===== config.mk =====
export PLATFORM = sky130hd
export DESIGN_NAME = dcp_pwm_channel
export DESIGN_NICKNAME = d
export VERILOG_FILES = /design/src/rtl/dcp_pkg.sv /design/src/rtl/dcp_regs.sv /design/src/rtl/dcp_match.sv /design/src/rtl/dcp_edge.sv /design/src/rtl/dcp_pwm_channel.sv
export SDC_FILE = /design/constraint.sdc
export NUM_CORES = 1
export LEC_CHECK = 0
export ABC_AREA = 1
export ABC_CLOCK_PERIOD_IN_PS = 1410
export CAP_MARGIN = 0
export CORE_UTILIZATION = 25
export DETAILED_ROUTE_END_ITERATION = 8
export DONT_BUFFER_PORTS = 1
export PLACE_DENSITY = 0.39
export SYNTH_ARGS = -nofsm -noshare
export SYNTH_HDL_FRONTEND = slang
export SYNTH_SLANG_ARGS = --single-unit

===== constraint.sdc =====
create_clock -name clk -period 1.41 [get_ports clk]
set_input_delay 0.141 -clock clk [delete_from_list [all_inputs] [get_ports clk]]
set_output_delay 0.141 -clock clk [all_outputs]
set_load 0.05 [all_outputs]

===== src/rtl/dcp_pkg.sv =====
package dcp_pkg;
  // register selector used by the write and read ports
  typedef enum logic [1:0] {
    REG_LEAD  = 2'd0,
    REG_TRAIL = 2'd1,
    REG_CTRL  = 2'd2,
    REG_SPARE = 2'd3
  } reg_sel_e;

  // one-cycle software strobes decoded from a control write
  typedef struct packed {
    logic fset;
    logic fclr;
    logic flag_clr;
  } strobe_t;
endpackage


===== src/rtl/dcp_regs.sv =====
module dcp_regs
  import dcp_pkg::*;
#(
  parameter int TB_W  = 16,
  parameter int SEL_W = 3
) (
  input  logic             clk,
  input  logic             rst,
  input  logic             wr_en_i,
  input  logic [1:0]       wr_addr_i,
  input  logic [TB_W-1:0]  wr_data_i,
  input  logic [1:0]       rd_addr_i,
  input  logic             level_i,
  input  logic             flag_i,
  output logic [TB_W-1:0]  lead_o,
  output logic [TB_W-1:0]  trail_o,
  output logic             mode_en_o,
  output logic [SEL_W-1:0] mask_sel_o,
  output logic             pol_o,
  output logic             pol_nxt_o,
  output strobe_t          strobe_o,
  output logic [TB_W-1:0]  rd_data_o
);
  localparam int MODE_W   = SEL_W + 1;
  localparam int POL_BIT  = MODE_W;
  localparam int FSET_BIT = MODE_W + 1;
  localparam int FCLR_BIT = MODE_W + 2;
  localparam int FLCL_BIT = MODE_W + 3;
  localparam int LVL_BIT  = MODE_W + 4;
  localparam int FLAG_BIT = MODE_W + 5;

  logic [TB_W-1:0]   lead_r, trail_r, ctl_view, rd_nxt;
  logic [MODE_W-1:0] mode_r;
  logic              pol_r, ctl_wr;

  assign ctl_wr = wr_en_i && (reg_sel_e'(wr_addr_i) == REG_CTRL);

  always_ff @(posedge clk) begin
    if (rst) begin
      lead_r  <= '0;
      trail_r <= '0;
      mode_r  <= '0;
      pol_r   <= 1'b0;
    end else if (wr_en_i) begin
      unique case (reg_sel_e'(wr_addr_i))
        REG_LEAD:  lead_r  <= wr_data_i;
        REG_TRAIL: trail_r <= wr_data_i;
        REG_CTRL: begin
          mode_r <= wr_data_i[MODE_W-1:0];
          pol_r  <= wr_data_i[POL_BIT];
        end
        default: ;
      endcase
    end
  end

  // polarity as it will be after this edge, so the pin register stays aligned
  always_comb begin
    pol_nxt_o = pol_r;
    if (ctl_wr) pol_nxt_o = wr_data_i[POL_BIT];
  end

  assign strobe_o.fset     = ctl_wr && wr_data_i[FSET_BIT];
  assign strobe_o.fclr     = ctl_wr && wr_data_i[FCLR_BIT];
  assign strobe_o.flag_clr = ctl_wr && wr_data_i[FLCL_BIT];

  always_comb begin
    ctl_view                = '0;
    ctl_view[MODE_W-1:0]    = mode_r;
    ctl_view[POL_BIT]       = pol_r;
    ctl_view[LVL_BIT]       = level_i;
    ctl_view[FLAG_BIT]      = flag_i;
  end

  always_comb begin
    unique case (reg_sel_e'(rd_addr_i))
      REG_LEAD:  rd_nxt = lead_r;
      REG_TRAIL: rd_nxt = trail_r;
      REG_CTRL:  rd_nxt = ctl_view;
      default:   rd_nxt = '0;
    endcase
  end

  always_ff @(posedge clk) begin
    if (rst) rd_data_o <= '0;
    else     rd_data_o <= rd_nxt;
  end

  assign lead_o     = lead_r;
  assign trail_o    = trail_r;
  assign mode_en_o  = mode_r[MODE_W-1];
  assign mask_sel_o = mode_r[SEL_W-1:0];
  assign pol_o      = pol_r;
endmodule


===== src/rtl/dcp_match.sv =====
module dcp_match #(
  parameter int TB_W  = 16,
  parameter int SEL_W = 3
) (
  input  logic             en_i,
  input  logic [SEL_W-1:0] sel_i,
  input  logic [TB_W-1:0]  tbase_i,
  input  logic [TB_W-1:0]  ref_i,
  output logic             hit_o
);
  logic [TB_W-1:0] care, same;

  // the selector drops that many bits from the top of the compare
  assign care = {TB_W{1'b1}} >> sel_i;

  for (genvar i = 0; i < TB_W; i++) begin : g_bit
    assign same[i] = ~care[i] | (tbase_i[i] ~^ ref_i[i]);
  end

  assign hit_o = en_i & (&same);
endmodule


===== src/rtl/dcp_edge.sv =====
module dcp_edge #(
  parameter int TB_W = 16
) (
  input  logic            clk,
  input  logic            rst,
  input  logic            hit_lead_i,
  input  logic            hit_trail_i,
  input  logic            fset_i,
  input  logic            fclr_i,
  input  logic            flag_clr_i,
  input  logic            pol_nxt_i,
  input  logic [TB_W-1:0] trail_front_i,
  output logic            level_o,
  output logic            flag_o,
  output logic            pwm_o,
  output logic [TB_W-1:0] shadow_o
);
  logic lvl_d, flag_d;

  // later lines win: lead < trail < force-high < force-low
  always_comb begin
    lvl_d = level_o;
    if (hit_lead_i)  lvl_d = 1'b1;
    if (hit_trail_i) lvl_d = 1'b0;
    if (fset_i)      lvl_d = 1'b1;
    if (fclr_i)      lvl_d = 1'b0;
  end

  always_comb begin
    flag_d = flag_o;
    if (flag_clr_i) flag_d = 1'b0;
    if (hit_lead_i) flag_d = 1'b1;
  end

  always_ff @(posedge clk) begin
    if (rst) begin
      level_o  <= 1'b0;
      flag_o   <= 1'b0;
      pwm_o    <= 1'b0;
      shadow_o <= '0;
    end else begin
      level_o <= lvl_d;
      flag_o  <= flag_d;
      pwm_o   <= lvl_d ^ pol_nxt_i;
      if (!level_o) shadow_o <= trail_front_i;
    end
  end
endmodule


===== src/rtl/dcp_pwm_channel.sv =====
module dcp_pwm_channel
  import dcp_pkg::*;
#(
  parameter int TB_W  = 16,
  parameter int SEL_W = 3
) (
  input  logic            clk,
  input  logic            rst,
  input  logic [TB_W-1:0] tbase_i,
  input  logic            wr_en_i,
  input  logic [1:0]      wr_addr_i,
  input  logic [TB_W-1:0] wr_data_i,
  input  logic [1:0]      rd_addr_i,
  output logic [TB_W-1:0] rd_data_o,
  output logic            flag_o,
  output logic            level_o,
  output logic            pwm_o
);
  logic [TB_W-1:0]  lead_val, trail_front, trail_shadow;
  logic             mode_en, pol_q, pol_nxt;
  logic [SEL_W-1:0] mask_sel;
  strobe_t          strb;
  logic             frc_set, frc_clr, flag_clr;
  logic             hit_lead, hit_trail;

  dcp_regs #(.TB_W(TB_W), .SEL_W(SEL_W)) u_regs (
    .clk       (clk),
    .rst       (rst),
    .wr_en_i   (wr_en_i),
    .wr_addr_i (wr_addr_i),
    .wr_data_i (wr_data_i),
    .rd_addr_i (rd_addr_i),
    .level_i   (level_o),
    .flag_i    (flag_o),
    .lead_o    (lead_val),
    .trail_o   (trail_front),
    .mode_en_o (mode_en),
    .mask_sel_o(mask_sel),
    .pol_o     (pol_q),
    .pol_nxt_o (pol_nxt),
    .strobe_o  (strb),
    .rd_data_o (rd_data_o)
  );

  assign frc_set  = strb.fset;
  assign frc_clr  = strb.fclr;
  assign flag_clr = strb.flag_clr;

  dcp_match #(.TB_W(TB_W), .SEL_W(SEL_W)) u_lead_cmp (
    .en_i   (mode_en),
    .sel_i  (mask_sel),
    .tbase_i(tbase_i),
    .ref_i  (lead_val),
    .hit_o  (hit_lead)
  );

  dcp_match #(.TB_W(TB_W), .SEL_W(SEL_W)) u_trail_cmp (
    .en_i   (mode_en),
    .sel_i  (mask_sel),
    .tbase_i(tbase_i),
    .ref_i  (trail_shadow),
    .hit_o  (hit_trail)
  );

  dcp_edge #(.TB_W(TB_W)) u_edge (
    .clk          (clk),
    .rst          (rst),
    .hit_lead_i   (hit_lead),
    .hit_trail_i  (hit_trail),
    .fset_i       (frc_set),
    .fclr_i       (frc_clr),
    .flag_clr_i   (flag_clr),
    .pol_nxt_i    (pol_nxt),
    .trail_front_i(trail_front),
    .level_o      (level_o),
    .flag_o       (flag_o),
    .pwm_o        (pwm_o),
    .shadow_o     (trail_shadow)
  );
endmodule


==> flow_summary.ini <==
[outcome]
outcome = complete, no violations

[grt]
grt_pass1_wl_microns = 15100
grt_pass1_vias = 2829
antenna_found_initial = 0
grt_overflow = 0
grt_usage_pct = 15.6
grt_max_degree = 50

[timing]
rsz0062_at_grt = yes
slew_headroom_pct = 54.9
fin_crit_sh_pct = 96.9
finalMaxSlewViolations = 0
fmax_mhz = 732
worst_slack_ns = 0.0444
setup_viol = 0
tns_ns = 0
hold_ws_ns = 0.00683
worstMarginPinSlew_ns = 0.674
min_period_ns = 1.37
skew_ns = 0.00607
hold_violations = 0

[finish]
nFillCells = 1409
multi_input_area_sq_um = 1450
final_cell_area_sq_um = 4000
regArea_sq_um = 1460
final_net_count = 529
area_growth_pct = 24.4
drive_gt1_share_pct = 14.0
n_antenna_cell = 0

[routing]
vias = 2937
firstDrtPassIters = 4
ant_nets = 0
vias_per_cell = 4.41
wl_per_cell_microns = 14.4
drtIter0Drc = 137
drc = 0
postRouteWirelength_microns = 9590

[clock_tree]
tritoncts.num_buffers = 9
cts_sinks = 72
htree_num_levels = 3
cts_root_buf = clkbuf_16
clk_latency_ns = 0.34
clkTransAtPathRegs_ns = 0.06
cts_tree = yes
cts_max_path_buffers = 2

[hold_path]
hp-class = in -> reg
hold_path.startpoint = wr_data_i[2]

[synthesis]
yosys.area.top_type_share_pct = 44.9
seq_area_frac_synth_pct = 44.9
ys_ff_latch = 72
synth_compound_area_share_pct = 21.0
yosys.area_share.adder_pct = 0
synth_top_area_cell = dfxtp_1
synthSimpleGateAreaFrac_pct = 21.0
syn_area_sq_um = 3210
yosys_most_used_dff = dfxtp_1
synth_top_family_by_area = simple AND/OR/NAND/NOR gates
synth_xor_xnor_area_share_pct = 1.64
syn_nets = 503
yosys-top-cells-area = dfxtp_1 45%, nand2_1 13%, o21ai_0 9.4%
synth_edf_count = 0
synth.area.mux_share_pct = 0
synth_cells = 464
synth_most_common_cell = nand2_1
yosys_warnings = 0
async_reset_ff_share_pct = 0
synth_commonest_cells = 108 x nand2_1, 75 x inv_1, 72 x dfxtp_1
syn_area_per_cell_sq_um = 6.92
synth_cell_type_count = 26

[floorplanning]
rows = 41
io_pins = 58
core-area_sq_um = 12600
dieArea_sq_um = 13300
initial_core_util_pct = 25.5
die_y_microns = 115
die_w_microns = 115

[setup_path]
worst_setup_path_end_kind = flop
r2r-start = u_regs.lead_o[5]
cp_max_fo = 2
path_class = reg -> reg
setup.worst_path.start = u_regs.lead_o[5]
worstPathRequired_ns = 1.64
crit_arrival_ns = 1.60
cp-start-kind = flop

[pwr]
vdd_drop_max_mv = 0.609
total_power_mw = 4.97
p_per_area_nw_per_um2 = 1240
leakage_nw = 1.69

[placed_design]
gp_congestion = 0.762
dpl.hpwl_microns = 6850
dpl_cell_area_sq_um = 3480
placement.io_buffers = 0
place_ws_ns = -0.0859

[run]
maxCapViolCount = 0
-- final timing paths --
path / depth (start not counted) / slack [ns] / end
worst min register to register: 2 / 0.46 / u_regs.rd_data_o[15]
worst min-delay path: 2 / 0.007 / u_regs.trail_o[2]
worst max-delay path: 13 / 0.04 / u_edge.pwm_o
worst max register to register: 13 / 0.04 / u_edge.pwm_o
-- layout make-up --
class	count	share of cell area, %
tap	172	5.39
inverter	76	7.14
timing repair buffer	33	7.55
multi-input combinational	298	36.2
clock inverter	4	1.13
sequential	72	36.5
clock buffer	11	6.08
-- flip-flops by register name, indices dropped and copies added (netlist names) --
signal / flops
u_regs.rd_data_o: 16
u_edge.pwm_o: 1
u_edge.level_o: 1
u_regs.trail_o: 16
u_edge.flag_o: 1
u_regs.lead_o: 16
u_regs.pol_o: 1
u_regs.mode_r: 4
u_edge.shadow_o: 16
-- power by group --
group	switching [mW]	leakage [nW]	total, mW	internal, mW
clock network	0.848	0.145	2.25	1.40
logic	0.297	0.951	0.491	0.194
registers	0.106	0.592	2.24	2.13
total	1.25	1.69	4.97	3.72
-- per-stage QoR --
stage,utilization (%),std cells
6_report,31.8,666
5_1_grt,31.8,666
4_1_cts,31.2,664
3_5_place_dp,27.7,634
3_3_place_gp,27.7,634
2_1_floorplan,-,464
-- timing repair --
item,in CTS,in global routing
pin swaps,0,17
setup endpoints to repair,2,2
buffers inserted,0,2
endpoints found under the hold margin,39,0
gates resized for setup,4,25
hold buffers,15,0
-- cells in the final DEF (no fill, tap or decap), types with 2 or more instances in the layout --
cell type	n
nand2_1	102
dfxtp_4	2
nor2_1	27
nand2_2	8
nor2_2	6
o21ai_0	60
nor3_4	2
buf_4	16
inv_1	72
clkbuf_16	9
clkinv_2	3
a21oi_1	59
nand3_2	2
inv_2	4
o221ai_1	5
dlygate4sd3_1	15
o22ai_1	2
dfxtp_1	62
xor2_1	5
dfxtp_2	8
nand3_1	10
nor3_1	2
-- worst max-delay path: stages (launching register included) --
cell and delay [ns]:
dfxtp_2 0.33, buf_6 0.12, nand2_2 0.06, nand2_2 0.06
nor2_1 0.10, nand2_1 0.06, nor2_2 0.11, nand3_2 0.08
nand2_1 0.06, nand2_1 0.06, nand2_2 0.07, nand2_2 0.05
nand2_1 0.05, nand2_1 0.05
-- per-layer routing --
layer  wire (microns)  GRT usage [%]
met4               98           4.94
met2             4530           24.6
met1             4360           19.9
met3              604           5.48
met5                0              0
-- cell families (layout without fill, tap and decap cells) --
| group | after synthesis | after routing |
|---|---|---|
| AND/OR/NAND/NOR | 163 | 163 |
| AO/OA/AOI/OAI | 129 | 129 |
| buffers and inverters | 94 | 124 |
| flip-flops | 72 | 72 |
| XOR/XNOR | 6 | 6 |
Note: power is estimated with default switching activity, not from simulation.
